--- src/rtl/chien_pkg.sv ---
package chien_pkg;

    typedef logic [15:0] gfw_t;

    // alpha^e in the standard basis of GF(2^m), m <= 16
    function automatic gfw_t alpha_pow(input int e, input int m, input logic [16:0] prim);
        gfw_t v;
        int   q;
        int   n;
        logic top;
        q = (1 << m) - 1;
        n = e % q;
        v = 16'd1;
        for (int i = 0; i < n; i++) begin
            top = v[m-1];
            v   = v << 1;
            if (top) v = v ^ prim[15:0];
            v = v & gfw_t'(q);
        end
        return v;
    endfunction

    // Solve A*c = target where column k of A is alpha^(j*k):
    // expresses target in the basis {1, alpha^j, ..., alpha^((m-1)j)}.
    function automatic gfw_t basis_solve(input int j, input gfw_t target, input int m,
                                         input logic [16:0] prim);
        logic [15:0][15:0] a;
        logic [15:0]       trow;
        gfw_t              rhs;
        gfw_t              col;
        int                piv;
        logic              tb;
        a   = '0;
        rhs = target;
        for (int k = 0; k < m; k++) begin
            col = alpha_pow(j * k, m, prim);
            for (int r = 0; r < m; r++) a[r][k] = col[r];
        end
        for (int c = 0; c < m; c++) begin
            piv = -1;
            for (int r = c; r < m; r++) if (piv < 0 && a[r][c]) piv = r;
            if (piv >= 0) begin
                trow = a[c]; a[c] = a[piv]; a[piv] = trow;
                tb = rhs[c]; rhs[c] = rhs[piv]; rhs[piv] = tb;
                for (int r = 0; r < m; r++) begin
                    if (r != c && a[r][c]) begin
                        a[r]   = a[r] ^ a[c];
                        rhs[r] = rhs[r] ^ rhs[c];
                    end
                end
            end
        end
        return rhs;
    endfunction

endpackage

--- src/rtl/chien_ibt.sv ---
module chien_ibt
    import chien_pkg::*;
#(
    parameter int          M    = 4,
    parameter int          J    = 1,
    parameter int          SH   = 0,
    parameter logic [16:0] PRIM = 17'h13
) (
    input  logic [M-1:0] lam_j,
    output logic [M-1:0] coef_j
);
    logic [M-1:0] terms [M];

    // column q: image of alpha^q, pre-rotated by alpha^(J*SH), in the alpha^J basis
    for (genvar q = 0; q < M; q++) begin : g_col
        localparam gfw_t COL = basis_solve(J, alpha_pow(J * SH + q, M, PRIM), M, PRIM);
        assign terms[q] = lam_j[q] ? COL[M-1:0] : '0;
    end

    always_comb begin
        coef_j = '0;
        for (int q = 0; q < M; q++) coef_j = coef_j ^ terms[q];
    end
endmodule

--- src/rtl/chien_mpcn.sv ---
module chien_mpcn #(
    parameter int           M    = 4,
    parameter logic [M-1:0] TAPS = '0
) (
    input  logic [M-1:0] d_in,
    output logic [M-1:0] d_out
);
    // one unrolled LFSR step: x*d(x) mod Mj(x), x^M folded back through TAPS
    assign d_out = {d_in[M-2:0], 1'b0} ^ (d_in[M-1] ? TAPS : '0);
endmodule

--- src/rtl/chien_gbt.sv ---
module chien_gbt
    import chien_pkg::*;
#(
    parameter int          M    = 4,
    parameter int          T    = 2,
    parameter logic [16:0] PRIM = 17'h13
) (
    input  logic [T-1:0][M-1:0] rem,
    output logic                is_root
);
    localparam int VW = (M - 1) * T + 1;

    logic [VW-1:0] merged;
    logic [M-1:0]  terms [VW];
    logic [M-1:0]  acc;

    // combine remainder bits by the exponent (j*k) they stand for
    always_comb begin
        merged = '0;
        for (int j = 0; j < T; j++) begin
            for (int k = 0; k < M; k++) begin
                merged[(j + 1) * k] = merged[(j + 1) * k] ^ rem[j][k];
            end
        end
    end

    for (genvar v = 0; v < VW; v++) begin : g_exp
        localparam gfw_t PV = alpha_pow(v, M, PRIM);
        assign terms[v] = merged[v] ? PV[M-1:0] : '0;
    end

    always_comb begin
        acc    = '0;
        acc[0] = 1'b1;
        for (int v = 0; v < VW; v++) acc = acc ^ terms[v];
        is_root = (acc == '0);
    end
endmodule

--- src/rtl/chien_mp_search.sv ---
module chien_mp_search
    import chien_pkg::*;
#(
    parameter int          M    = 4,
    parameter int          N    = 15,
    parameter int          T    = 2,
    parameter int          P    = 3,
    parameter logic [16:0] PRIM = 17'h13
) (
    input  logic           clk,
    input  logic           rst_n,
    input  logic           start,
    input  logic [T*M-1:0] lambda,
    output logic           busy,
    output logic           flag_valid,
    output logic [P-1:0]   err_flags,
    output logic           done
);
    localparam int Q  = (1 << M) - 1;
    localparam int SH = Q - N;
    localparam int NC = (N + P - 1) / P;
    localparam int TW = (NC > 1) ? $clog2(NC) : 1;
    localparam logic [TW-1:0] LAST = TW'(NC - 1);

    typedef struct packed {
        logic                busy;
        logic [TW-1:0]       tau;
        logic [T-1:0][M-1:0] lam;
        logic [T-1:0][M-1:0] st;
        logic [P-1:0]        flags;
        logic                valid;
        logic                done;
    } state_t;

    state_t s_q, s_d;

    logic [T-1:0][M-1:0]      init_c;
    logic [T-1:0][M-1:0]      base_c;
    logic [P:0][T-1:0][M-1:0] grid;
    logic [P-1:0]             root_c;
    logic [P-1:0]             hit_c;

    for (genvar j = 0; j < T; j++) begin : g_col
        localparam gfw_t TAPS = basis_solve(j + 1, alpha_pow((j + 1) * M, M, PRIM), M, PRIM);

        chien_ibt #(.M(M), .J(j + 1), .SH(SH), .PRIM(PRIM)) u_ibt (
            .lam_j (s_q.lam[j]),
            .coef_j(init_c[j])
        );

        // first step takes the transformed coefficient, later steps the stored remainder
        assign base_c[j]  = (s_q.tau == '0) ? init_c[j] : s_q.st[j];
        assign grid[0][j] = base_c[j];

        for (genvar r = 1; r <= P; r++) begin : g_row
            chien_mpcn #(.M(M), .TAPS(TAPS[M-1:0])) u_mpcn (
                .d_in (grid[r-1][j]),
                .d_out(grid[r][j])
            );
        end
    end

    for (genvar r = 1; r <= P; r++) begin : g_test
        chien_gbt #(.M(M), .T(T), .PRIM(PRIM)) u_gbt (
            .rem    (grid[r]),
            .is_root(root_c[r-1])
        );
    end

    // row r tests the position N - r - P*tau, which is flag bit P - r
    always_comb begin
        for (int b = 0; b < P; b++) begin
            hit_c[b] = root_c[P-1-b] && ((P * (int'(s_q.tau) + 1) - b) <= N);
        end
    end

    always_comb begin
        s_d       = s_q;
        s_d.valid = 1'b0;
        s_d.done  = 1'b0;
        s_d.flags = '0;
        if (!s_q.busy) begin
            if (start) begin
                s_d.busy = 1'b1;
                s_d.tau  = '0;
                s_d.lam  = lambda;
            end
        end else begin
            s_d.valid = 1'b1;
            s_d.flags = hit_c;
            s_d.st    = grid[P];
            if (s_q.tau == LAST) begin
                s_d.busy = 1'b0;
                s_d.done = 1'b1;
                s_d.tau  = '0;
            end else begin
                s_d.tau = s_q.tau + 1'b1;
            end
        end
    end

    always_ff @(posedge clk) begin
        if (!rst_n) s_q <= '0;
        else        s_q <= s_d;
    end

    assign busy       = s_q.busy;
    assign flag_valid = s_q.valid;
    assign err_flags  = s_q.flags;
    assign done       = s_q.done;

    // length of the current run of valid cycles, for the run-length check
    logic [15:0] vrun_q;
    always_ff @(posedge clk) begin
        if (!rst_n)          vrun_q <= '0;
        else if (s_q.valid)  vrun_q <= vrun_q + 16'd1;
        else                 vrun_q <= '0;
    end


    start_accept_chk: assert property (@(posedge clk) disable iff (!rst_n)
        (start && !busy) |=> busy);

    first_valid_chk: assert property (@(posedge clk) disable iff (!rst_n)
        $rose(busy) |=> flag_valid);

    run_len_chk: assert property (@(posedge clk) disable iff (!rst_n)
        done |-> (vrun_q == 16'(NC - 1)));

    done_idle_chk: assert property (@(posedge clk) disable iff (!rst_n)
        done |-> (flag_valid && !busy));

    run_bound_chk: assert property (@(posedge clk) disable iff (!rst_n)
        flag_valid |-> (vrun_q < 16'(NC)));

    quiet_flags_chk: assert property (@(posedge clk) disable iff (!rst_n)
        !flag_valid |-> (err_flags == '0));

    hold_coeff_chk: assert property (@(posedge clk) disable iff (!rst_n)
        busy |=> $stable(s_q.lam));
endmodule

--- config.mk ---
export PLATFORM = sky130hd
export DESIGN_NAME = chien_mp_search
export DESIGN_NICKNAME = d
export VERILOG_FILES = /design/src/rtl/chien_pkg.sv /design/src/rtl/chien_ibt.sv /design/src/rtl/chien_mpcn.sv /design/src/rtl/chien_gbt.sv /design/src/rtl/chien_mp_search.sv
export SDC_FILE = /design/constraint.sdc
export NUM_CORES = 1
export LEC_CHECK = 0
export BUFFER_PORTS_ARGS = -buffer_cell sky130_fd_sc_hd__buf_2
export CORE_MARGIN = 8
export CORE_UTILIZATION = 40
export DETAILED_ROUTE_END_ITERATION = 7
export GPL_ROUTABILITY_DRIVEN = 1
export PLACE_DENSITY_LB_ADDON = 0.1
export SYNTH_ARGS = -nofsm -noshare
export SYNTH_HDL_FRONTEND = slang
export SYNTH_SLANG_ARGS = --single-unit
--- constraint.sdc ---
create_clock -name clk -period 3.4 [get_ports clk]
set_input_delay 0.17 -clock clk [delete_from_list [all_inputs] [get_ports clk]]
set_output_delay 0.17 -clock clk [all_outputs]
set_load 0.005 [all_outputs]
==> out/summary.txt, run 1 <==
STATUS
----------------------------------------------------------------------------------
Result of the run                                                     finished, final reports clean

CRITICAL PATH
----------------------------------------------------------------------------------
Peak fanout along the critical path                                              5
Data arrival, critical path                                                3.30 ns
Critical path startpoint category                                         register
CP peak stage delay                                                        0.61 ns
Start point of the critical path                                           s_q[21]
Setup slack of the most critical reg-to-reg path                           0.30 ns
Start of the worst register-to-register path                               s_q[21]
Ordered list of cells on the worst path                               ha_1 > xor2_2 > inv_1 > fa_1 > ha_1 > nor2b_2 > nor3_1 > ha_1 > nor2b_1 > nor3b_1 > o21ai_0 > a211oi_2
Worst-path cell with the longest stage delay                          sky130_fd_sc_hd__fa_1
Depth of the worst register-to-register path                                    12
Most numerous cell on the critical path                               sky130_fd_sc_hd__ha_1
Worst setup EP type                                                       register
Endpoint required time on the critical path                                3.60 ns
Endpoint of the worst-slack reg-to-reg timing path                    err_flags[1]
Critical Path Sink                                                    err_flags[1]
Buffer and inverter count on the worst path                                      1
Kind of critical path                                                 register to register
Logic depth of the worst path, buffers included                                 12
Family of cells with the greatest summed delay on the critical path    adder cells

GRT
----------------------------------------------------------------------------------
Routing usage on met3                                                        2.25%
GRT Resource Usage Total                                                     10.9%
Overflow left after global routing                                               0
Met1 Resource Use GR                                                         13.5%
Vias in the first global route                                                1424
Maximum number of pins on one net before global-route repair                    22
Antenna violations before repair                                                 0
First-pass GRT wire length                                                 6480 um
M2 GR Usage                                                                  18.0%
Layer with the highest usage after global routing                             met2

FLOORPLANNING
----------------------------------------------------------------------------------
Placement Rows                                                                  24
Ports                                                                           17
Vertical extent of the die                                                 82.9 um
Die outline area                                                          6860 um2
Die width                                                                  82.9 um
Starting density of the core                                                 41.3%
Total core area                                                           4320 um2

LOGIC SYNTHESIS
----------------------------------------------------------------------------------
Cell variety after synth                                                        41
Net Count, Synth                                                               236
Sequential-to-total area share from yosys stat                               28.0%
Number of synthesis warnings                                                     0
Leading cell types by count after synthesis                           sky130_fd_sc_hd__dfxtp_1 (25), sky130_fd_sc_hd__nand2_1 (25), sky130_fd_sc_hd__xor2_1 (15), sky130_fd_sc_hd__nor2b_1 (14), sky130_fd_sc_hd__xnor2_1 (14)
Count of flip-flops with a built-in enable after synthesis                       0
Most used flip-flop cell after synthesis                              sky130_fd_sc_hd__dfxtp_1
Cell accounting for the most synthesized area                         sky130_fd_sc_hd__dfxtp_1
Most area-consuming cells after synthesis                             sky130_fd_sc_hd__dfxtp_1 (28%), sky130_fd_sc_hd__xor2_1 (7.3%), sky130_fd_sc_hd__mux2i_1 (7.3%)
Post-synthesis sequential element count                                         25
Post-synth top area share                                                    28.0%
Synthesized cell area                                                     1790 um2
Syn_area_per_cell                                                         8.35 um2
Gate count of the mapped netlist                                               214
Fraction of synthesis flops using an asynchronous set or reset pin              0%

CTS
----------------------------------------------------------------------------------
Post-CTS Repair Setup Buffers                                                    0
Number of hold-repair buffers added at the cts stage                             0
Clock-pin transition on the worst setup and hold timing paths              0.10 ns
Largest buffer count on any clock path                                           2
Total number of clock tree sinks                                                25
Inserted Clock Buffers                                                           3
Root cell of the clock tree                                           sky130_fd_sc_hd__clkbuf_8
Post-cts resize count                                                            0
Clock tree from TritonCTS                                                     done
Source-to-sink clock delay at the later pin of the worst-skew pair         0.28 ns
Number of levels the H-tree was split into                                       1

DRT
----------------------------------------------------------------------------------
Number of optimization iterations in the first detailed-route pass               4
Detail Route Antenna Nets                                                        0
DRC errors left                                                                  0
Routed wire per std cell                                                   13.5 um
First DRT Iteration DRCs                                                        42
Vias                                                                          1385
Vias per cell                                                                 5.07
Wire length reported by the detailed router                                3680 um

LAYOUT
----------------------------------------------------------------------------------
Area occupied by multi-input gates                                        1180 um2
Layout cell share with drive strength beyond 1                               14.9%
Storage element area                                                       500 um2
Number of nets in the finished design                                          244
Synth-to-layout area growth                                                  8.40%
Number of antenna diodes                                                         0
Fill cells                                                                     454

TIMING
----------------------------------------------------------------------------------
Worst-case clock skew                                                   0.00997 ns
Final number of setup-violating endpoints                                        0
Slew @ Worst Pin                                                          0.630 ns
Slew Limit Headroom                                                          57.9%
Final hold violation count                                                       0
Hold Slack                                                                0.126 ns
Accumulated negative setup slack                                              0 ns
Ratio of final minimum period to clock period                                91.2%
Worst path setup slack after routing                                      0.298 ns
Time the final worst path needs with I/O delays and setup                  3.10 ns
Setup repair after global routing missed its margin                          false
Highest clock frequency the design can meet                              0.322 GHz
Final Max Slew Viols                                                             0

PLACED DESIGN
----------------------------------------------------------------------------------
Placed wire-length estimate after detailed placement                       2920 um
Number of I/O port buffers                                                      16
Worst-case setup slack after placement                                    0.190 ns
Final weighted congestion of routability-driven global placement             0.829

PWR
----------------------------------------------------------------------------------
Power density normalized to cell area                                   406 nW/um2
Static power due to leakage                                               0.835 nW
Worst vdd rail ir drop                                                      191 uV

MIN PATH
----------------------------------------------------------------------------------
Hold WC Path Type                                                     input port to register

JOB
----------------------------------------------------------------------------------
Reported max-cap violation count                                                 0

## kinds of logic after synthesis
logic type | Yosys count | share of synthesized area, %
muxes | 15 | 8.75
adders and majority gates | 11 | 8.12
xor gates and xnor gates | 30 | 15.1
AOI/OAI and AO/OA | 38 | 14.6
DFF | 25 | 28.0
and+or+nand+nor | 70 | 18.9
buffers and inverters | 25 | 6.51
## stage by stage
stage	util [%]	cell area, um2	instances	power (mW)
after floorplan	-	1790	214	0.552
after global placement	43.5	1880	269	0.600
after detailed placement	43.5	1880	269	0.605
after CTS	44.6	1930	273	0.794
after global routing	44.8	1940	273	0.844
final	44.8	1940	273	0.787
## registers in the layout, indices dropped and copies added, names as in the netlist
name / flops
err_flags: 3
done: 1
s_q: 19
busy: 1
flag_valid: 1
## per-layer routing
layer / vias to the layer above / part of all wire (%)
met5: - / 0
met4: 0 / 1.8
met2: 15 / 47
met3: 7 / 2.0
met1: 638 / 50
li1: 725 / -
## worst min-delay path by stage
stage                         start       to  slack [ns]  cells after the start
after detailed placement  lambda[5]  s_q[18]        0.43                      3
after floorplan           lambda[0]  s_q[13]        0.31                      2
after global placement    lambda[5]  s_q[18]        0.42                      3
final                     lambda[1]  s_q[14]        0.13                      3
after global routing      lambda[5]  s_q[18]        0.13                      3
after CTS                 lambda[5]  s_q[18]        0.12                      3
## worst reg2reg max path, delay by kind of cell, from the launching register on
kind | cells | cell delay (ns)
xor+xnor | 1 | 0.22
simple gates | 4 | 0.61
fa+ha+maj | 4 | 1.35
compound gates | 2 | 0.31
buf+inv | 1 | 0.11
flops | 1 | 0.43
## report_power, final
part	switching [mW]	internal (mW)	total, mW
Combinational	0.144	0.121	0.265
Clock	0.104	0.0833	0.188
Sequential	0.0226	0.311	0.333
## layout by cell type (no fill, tap or decap), types with 3 or more instances in the layout
cell type | Yosys | routed
sky130_fd_sc_hd__nor2b_1 | 14 | 12
sky130_fd_sc_hd__buf_2 | 3 | 16
sky130_fd_sc_hd__buf_4 | 5 | 4
sky130_fd_sc_hd__nor3_1 | 4 | 4
sky130_fd_sc_hd__a21boi_0 | 8 | 8
sky130_fd_sc_hd__xnor2_1 | 14 | 14
sky130_fd_sc_hd__o21ai_0 | 4 | 4
sky130_fd_sc_hd__xor2_1 | 15 | 14
sky130_fd_sc_hd__mux2i_1 | 13 | 13
sky130_fd_sc_hd__dfxtp_1 | 25 | 25
sky130_fd_sc_hd__o21ai_1 | 3 | 3
sky130_fd_sc_hd__nand2_1 | 25 | 25
sky130_fd_sc_hd__nand3_1 | 5 | 5
sky130_fd_sc_hd__a21oi_1 | 10 | 10
sky130_fd_sc_hd__nor2_1 | 12 | 12
sky130_fd_sc_hd__ha_1 | 10 | 10
sky130_fd_sc_hd__a31oi_1 | 3 | 3
sky130_fd_sc_hd__inv_1 | 8 | 8
sky130_fd_sc_hd__clkbuf_8 | 0 | 3
## area by class of cell
cell class	instances	share of cell area [%]
clock buffers	3	2.13
clock inverters	1	0.387
inverters	8	1.55
multi-input cells	164	61.1
flip-flops and latches	25	25.8
well taps	52	3.36
repair buffers	20	5.68
Note: power is estimated with default switching activity, not from simulation.
==> run 2, diff against run 1 <==
--- a/config.mk
+++ b/config.mk
@@ -6,7 +6,7 @@
 export NUM_CORES = 1
 export LEC_CHECK = 0
 export BUFFER_PORTS_ARGS = -buffer_cell sky130_fd_sc_hd__buf_2
-export CORE_MARGIN = 8
+export CORE_MARGIN = 3
 export CORE_UTILIZATION = 40
 export DETAILED_ROUTE_END_ITERATION = 7
 export GPL_ROUTABILITY_DRIVEN = 1
==> run 2 against run 1 <==
Net effect: routed wire length grew 0.98%; worst hold slack improved by 0.014 ns; critical path depth unchanged; core utilization up 1.7 points; critical endpoint unchanged; largest power group unchanged.
==> out/summary.txt, run 2 (same netlist as run 1, synthesis figures left out) <==
DRT
---------------------------------------------------------------------------------
Routed wire per std cell                                                  13.8 um
First DRT Iteration DRCs                                                       54
Wire length reported by the detailed router                               3710 um
Detail Route Antenna Nets                                                       0
Number of optimization iterations in the first detailed-route pass              4
Vias per cell                                                                5.25
Vias                                                                         1417
DRC errors left                                                                 0

CRITICAL PATH
---------------------------------------------------------------------------------
Critical path startpoint category                                        register
Data arrival, critical path                                               3.32 ns
Kind of critical path                                                register to register
Peak fanout along the critical path                                             5
Worst setup EP type                                                      register
Endpoint required time on the critical path                               3.59 ns

PWR
---------------------------------------------------------------------------------
Power density normalized to cell area                                  402 nW/um2
Combinational power share                                                   34.1%
Clock power share                                                           22.7%
Static power due to leakage                                              0.829 nW
Switching portion of total power                                            33.7%
Proportion of power drawn by flip-flops and latches                         43.1%
Worst vdd rail ir drop                                                     145 uV
Cell internal pwr                                                          513 uW
Power spent charging and discharging nets                                  261 uW

LAYOUT
---------------------------------------------------------------------------------
Highest-count cells in the layout ignoring fill and taps             sky130_fd_sc_hd__nand2_1 (25), sky130_fd_sc_hd__dfxtp_1 (25), sky130_fd_sc_hd__buf_2 (16)
Register bank with the most flops                                             s_q
Synth-to-layout area growth                                                 7.77%
Layout cell share with drive strength beyond 1                              14.5%
Post-layout instance count excluding filler cells                             270
Finished Cell Area                                                       1930 um2
Number of flip-flops under the largest register name                           19
Fraction of the core area covered by cells at the end of the flow           46.5%
Number of antenna diodes                                                        0
Number of nets in the finished design                                         243

TIMING
---------------------------------------------------------------------------------
Slew Limit Headroom                                                         61.1%
Slew @ Worst Pin                                                         0.583 ns
Final Max Slew Viols                                                            0
Ratio of final minimum period to clock period                               91.9%
Final hold violation count                                                      0
Time the final worst path needs with I/O delays and setup                 3.13 ns
Worst-case clock skew                                                  0.00405 ns
Final number of setup-violating endpoints                                       0
Highest clock frequency the design can meet                             0.320 GHz

PLACED DESIGN
---------------------------------------------------------------------------------
Placed Area                                                              1870 um2
Total placed cells including tap cells                                        266
Number of I/O port buffers                                                     16
Placed wire-length estimate after detailed placement                      2910 um
Final weighted congestion of routability-driven global placement            0.893

JOB
---------------------------------------------------------------------------------
Reported max-cap violation count                                                0

GRT
---------------------------------------------------------------------------------
First-pass GRT wire length                                                6460 um
Overflow left after global routing                                              0
Vias in the first global route                                               1448
Maximum number of pins on one net before global-route repair                   22
GRT Resource Usage Total                                                    15.2%
Antenna violations before repair                                                0

FLOORPLANNING
---------------------------------------------------------------------------------
Die outline area                                                         5310 um2
Placement Rows                                                                 23
Starting density of the core                                                43.1%
Total core area                                                          4140 um2
Vertical extent of the die                                                72.9 um
Ports                                                                          17
Die width                                                                 72.9 um

CTS
---------------------------------------------------------------------------------
Total number of clock tree sinks                                               25
Post-cts resize count                                                           0
Inserted Clock Buffers                                                          3
Number of levels the H-tree was split into                                      1
Post-CTS Repair Setup Buffers                                                   0
Source-to-sink clock delay at the later pin of the worst-skew pair        0.27 ns
Root cell of the clock tree                                          sky130_fd_sc_hd__clkbuf_8
Clock tree from TritonCTS                                                    done
Number of hold-repair buffers added at the cts stage                            0
Clock-pin transition on the worst setup and hold timing paths             0.09 ns
Largest buffer count on any clock path                                          2

MIN PATH
---------------------------------------------------------------------------------
Hold WC Path Type                                                    input port to register

STATUS
---------------------------------------------------------------------------------
Result of the run                                                    finished, final reports clean

==> run 2: cell count changes in the layout (fill, tap and decap cells not counted) <==
| cell | delta |
|---|---|
| sky130_fd_sc_hd__clkbuf_1 | +1 |
| sky130_fd_sc_hd__clkinvlp_4 | -1 |
| sky130_fd_sc_hd__ha_1 | -1 |
| sky130_fd_sc_hd__ha_2 | +1 |
| sky130_fd_sc_hd__buf_4 | -1 |
==> run 2: per-layer routing <==
| metal | share of wire (%) | vias up | track usage (%) |
|---|---|---|---|
| met5 | 0 | - | 0 |
| met4 | 1.6 | 0 | 6.15 |
| met3 | 2.1 | 6 | 2.48 |
| met2 | 48 | 17 | 25.1 |
| met1 | 48 | 671 | 19.8 |
| li1 | - | 723 | - |
==> run 2: area by class of cell <==
cell class	count	area [um2]
Fill cell	439	2220
Multi-Input combinational cell	164	1190
Sequential cell	25	500
Timing Repair Buffer	19	103
Tap cell	50	62.6
Clock buffer	4	45.0
Inverter	8	30.0
==> run 2: worst max-delay path: stages, from the launching register on <==
cell and delay (ns):
sky130_fd_sc_hd__dfxtp_1 0.43, sky130_fd_sc_hd__ha_2 0.26, sky130_fd_sc_hd__xor2_2 0.21, sky130_fd_sc_hd__inv_1 0.11, sky130_fd_sc_hd__fa_1 0.62, sky130_fd_sc_hd__ha_1 0.16
sky130_fd_sc_hd__nor2b_2 0.20, sky130_fd_sc_hd__nor3_1 0.08, sky130_fd_sc_hd__ha_1 0.27, sky130_fd_sc_hd__nor2b_1 0.15, sky130_fd_sc_hd__nor3b_1 0.22, sky130_fd_sc_hd__o21ai_0 0.13
sky130_fd_sc_hd__a211oi_2 0.21
==> run 2: worst paths after layout <==
check	start	endpoint	slack [ns]	cells past startpoint
max	s_q[21]	err_flags[1]	0.27	12
min	lambda[0]	s_q[13]	0.14	3
max reg2reg	s_q[21]	err_flags[1]	0.27	12
min reg2reg	s_q[17]	s_q[17]	0.49	2
==> run 2: power by group through the flow <==
| stage | sequential (mW) | combinational, mW | clock, mW |
|---|---|---|---|
| final | 0.334 | 0.264 | 0.176 |
| after global routing | 0.338 | 0.298 | 0.199 |
| after CTS | 0.333 | 0.264 | 0.191 |
| after detailed placement | 0.340 | 0.263 | 0 |
| after global placement | 0.339 | 0.256 | 0 |
| after floorplan | 0.330 | 0.222 | 0 |
==> run 2: per-stage QoR <==
stage          setup TNS, ns  hold WS [ns]  setup slack [ns]  total power [mW]
3_5_place_dp               0         0.427             0.212             0.604
6_report                   0         0.140             0.274             0.774
3_3_place_gp               0         0.420             0.398             0.596
2_1_floorplan              0         0.315             0.543             0.552
4_1_cts                    0         0.128             0.183             0.788
5_1_grt              -0.0224         0.151           -0.0224             0.834
==> run 3, diff against run 2 <==
--- a/config.mk
+++ b/config.mk
@@ -7,7 +7,7 @@
 export LEC_CHECK = 0
 export BUFFER_PORTS_ARGS = -buffer_cell sky130_fd_sc_hd__buf_2
 export CORE_MARGIN = 3
-export CORE_UTILIZATION = 40
+export CORE_UTILIZATION = 33
 export DETAILED_ROUTE_END_ITERATION = 7
 export GPL_ROUTABILITY_DRIVEN = 1
 export PLACE_DENSITY_LB_ADDON = 0.1
==> run 3 against run 2 <==
Net effect: sequential share of layout area is 0.13 points lower; die area increased by 19%; first-iteration DRC count down 44%; maximum frequency grew 1.0%; clock power rose by 2%; routed wire length decreased by 4.6%; non-clock buffer count decreased by 1; clock-buffer cell count is the same; global-route usage is 2.7 points lower; setup slack improved by 0.031 ns; clock skew up 0.0016 ns; critical path type unchanged.
==> out/summary.txt, run 3 (same netlist as run 1, synthesis figures left out) <==
TIMING
---------------------------------------------------------------------------------
Setup repair after global routing missed its margin                         false
Ratio of final minimum period to clock period                               91.0%
Final hold violation count                                                      0
Highest clock frequency the design can meet                             0.323 GHz
Worst-case clock skew                                                  0.00568 ns
Time the final worst path needs with I/O delays and setup                 3.10 ns
Final Max Slew Viols                                                            0
Accumulated negative setup slack                                             0 ns
Final number of setup-violating endpoints                                       0
Slew Limit Headroom                                                         44.1%
Slew @ Worst Pin                                                         0.838 ns

PWR
---------------------------------------------------------------------------------
Worst vdd rail ir drop                                                     171 uV
Cell internal pwr                                                          512 uW
Switching portion of total power                                            33.7%
Clock power share                                                           23.3%
Proportion of power drawn by flip-flops and latches                         44.1%
Power spent charging and discharging nets                                  260 uW
Static power due to leakage                                              0.824 nW
Total power                                                                772 uW
Combinational power share                                                   32.6%
Power density normalized to cell area                                  398 nW/um2

DRT
---------------------------------------------------------------------------------
Wire length reported by the detailed router                               3540 um
Vias                                                                         1356
Number of optimization iterations in the first detailed-route pass              4
Vias per cell                                                                4.69
First DRT Iteration DRCs                                                       30
Routed wire per std cell                                                  12.3 um
DRC errors left                                                                 0
Detail Route Antenna Nets                                                       0

GRT
---------------------------------------------------------------------------------
Antenna violations before repair                                                0
Overflow left after global routing                                              0
Vias in the first global route                                               1318
First-pass GRT wire length                                                6350 um
Maximum number of pins on one net before global-route repair                   22
GRT Resource Usage Total                                                    12.5%

CTS
---------------------------------------------------------------------------------
Post-CTS Repair Setup Buffers                                                   0
Number of hold-repair buffers added at the cts stage                            0
Total number of clock tree sinks                                               25
Clock tree from TritonCTS                                                    done
Number of levels the H-tree was split into                                      1
Root cell of the clock tree                                          sky130_fd_sc_hd__clkbuf_8
Source-to-sink clock delay at the later pin of the worst-skew pair        0.27 ns
Inserted Clock Buffers                                                          3
Clock-pin transition on the worst setup and hold timing paths             0.09 ns
Largest buffer count on any clock path                                          2

LAYOUT
---------------------------------------------------------------------------------
Synth-to-layout area growth                                                 8.33%
Number of nets in the finished design                                         242
Register bank with the most flops                                             s_q
Number of flip-flops under the largest register name                           19
Layout cell share with drive strength beyond 1                              13.7%
Highest-count cells in the layout ignoring fill and taps             sky130_fd_sc_hd__nand2_1 (25), sky130_fd_sc_hd__dfxtp_1 (25), sky130_fd_sc_hd__buf_2 (16)
Number of antenna diodes                                                        0

PLACED DESIGN
---------------------------------------------------------------------------------
Final weighted congestion of routability-driven global placement            0.749
Placed wire-length estimate after detailed placement                      2790 um
Number of I/O port buffers                                                     16

FLOORPLANNING
---------------------------------------------------------------------------------
Die outline area                                                         6340 um2
Total core area                                                          5170 um2
Die width                                                                 79.6 um
Ports                                                                          17
Vertical extent of the die                                                79.6 um
Starting density of the core                                                34.6%
Placement Rows                                                                 26

JOB
---------------------------------------------------------------------------------
Reported max-cap violation count                                                0

CRITICAL PATH
---------------------------------------------------------------------------------
Kind of critical path                                                register to register
Critical path startpoint category                                        register
Worst setup EP type                                                      register
Endpoint required time on the critical path                               3.60 ns
Data arrival, critical path                                               3.29 ns
Setup slack of the most critical reg-to-reg path                          0.30 ns
Peak fanout along the critical path                                             5

MIN PATH
---------------------------------------------------------------------------------
Hold WC Path Type                                                    input port to register

STATUS
---------------------------------------------------------------------------------
Result of the run                                                    finished, final reports clean

run 3: final cells by class:
type                    count  area (um2)
clock buffers               4        45.0
fillers                   551        3240
inverters                   8        30.0
multi-input cells         164        1180
flip-flops and latches     25         500
well taps                  70        87.6
repair buffers             18        95.1
run 3: critical path, stage by stage (launching register included):
cell and delay [ns]:
sky130_fd_sc_hd__dfxtp_1 0.44, sky130_fd_sc_hd__ha_2 0.26, sky130_fd_sc_hd__xor2_1 0.26, sky130_fd_sc_hd__inv_1 0.12, sky130_fd_sc_hd__fa_1 0.61, sky130_fd_sc_hd__ha_1 0.16, sky130_fd_sc_hd__nor2b_2 0.20, sky130_fd_sc_hd__nor3_1 0.08
sky130_fd_sc_hd__ha_1 0.27, sky130_fd_sc_hd__nor2b_1 0.14, sky130_fd_sc_hd__nor3b_1 0.19, sky130_fd_sc_hd__o21ai_0 0.11, sky130_fd_sc_hd__a211oi_2 0.20
run 3: power by group through the flow:
stage,logic (mW),registers [mW],clock network [mW]
4_1_cts,0.255,0.340,0.190
6_report,0.251,0.340,0.180
3_5_place_dp,0.254,0.347,0
2_1_floorplan,0.222,0.330,0
3_3_place_gp,0.257,0.348,0
5_1_grt,0.289,0.345,0.202
run 3: what timing repair did:
item,4_1_cts,5_1_grt
endpoints found under the hold margin,0,0
resized for setup,0,2
setup endpoints to repair,0,1
run 3: path summary, 6_finish.rpt:
path / startpoint / endpoint / cells past startpoint
worst max-delay path: s_q[21] / err_flags[1] / 12
worst min-delay path: lambda[5] / s_q[18] / 3
worst max register to register: s_q[21] / err_flags[1] / 12
worst min register to register: s_q[17] / s_q[17] / 2
run 3: per-layer routing:
layer | part of all wire, % | up-vias | global-route usage, %
met1 | 51 | 617 | 17.3
li1 | - | 726 | -
met3 | 2.6 | 2 | 2.48
met4 | 0.71 | 0 | 2.06
met2 | 45 | 11 | 20.4
met5 | 0 | - | 0
run 3: through the flow:
stage	setup slack [ns]	util, %	std cells	hold slack, ns	instance area, um2
global placement	0.301	36.5	285	0.429	1890
global route	0.0287	37.4	289	0.144	1940
finish	0.305	37.4	289	0.139	1940
detailed placement	0.220	36.5	285	0.428	1890
floorplan	0.543	-	214	0.315	1790
CTS	0.201	37.3	289	0.132	1930
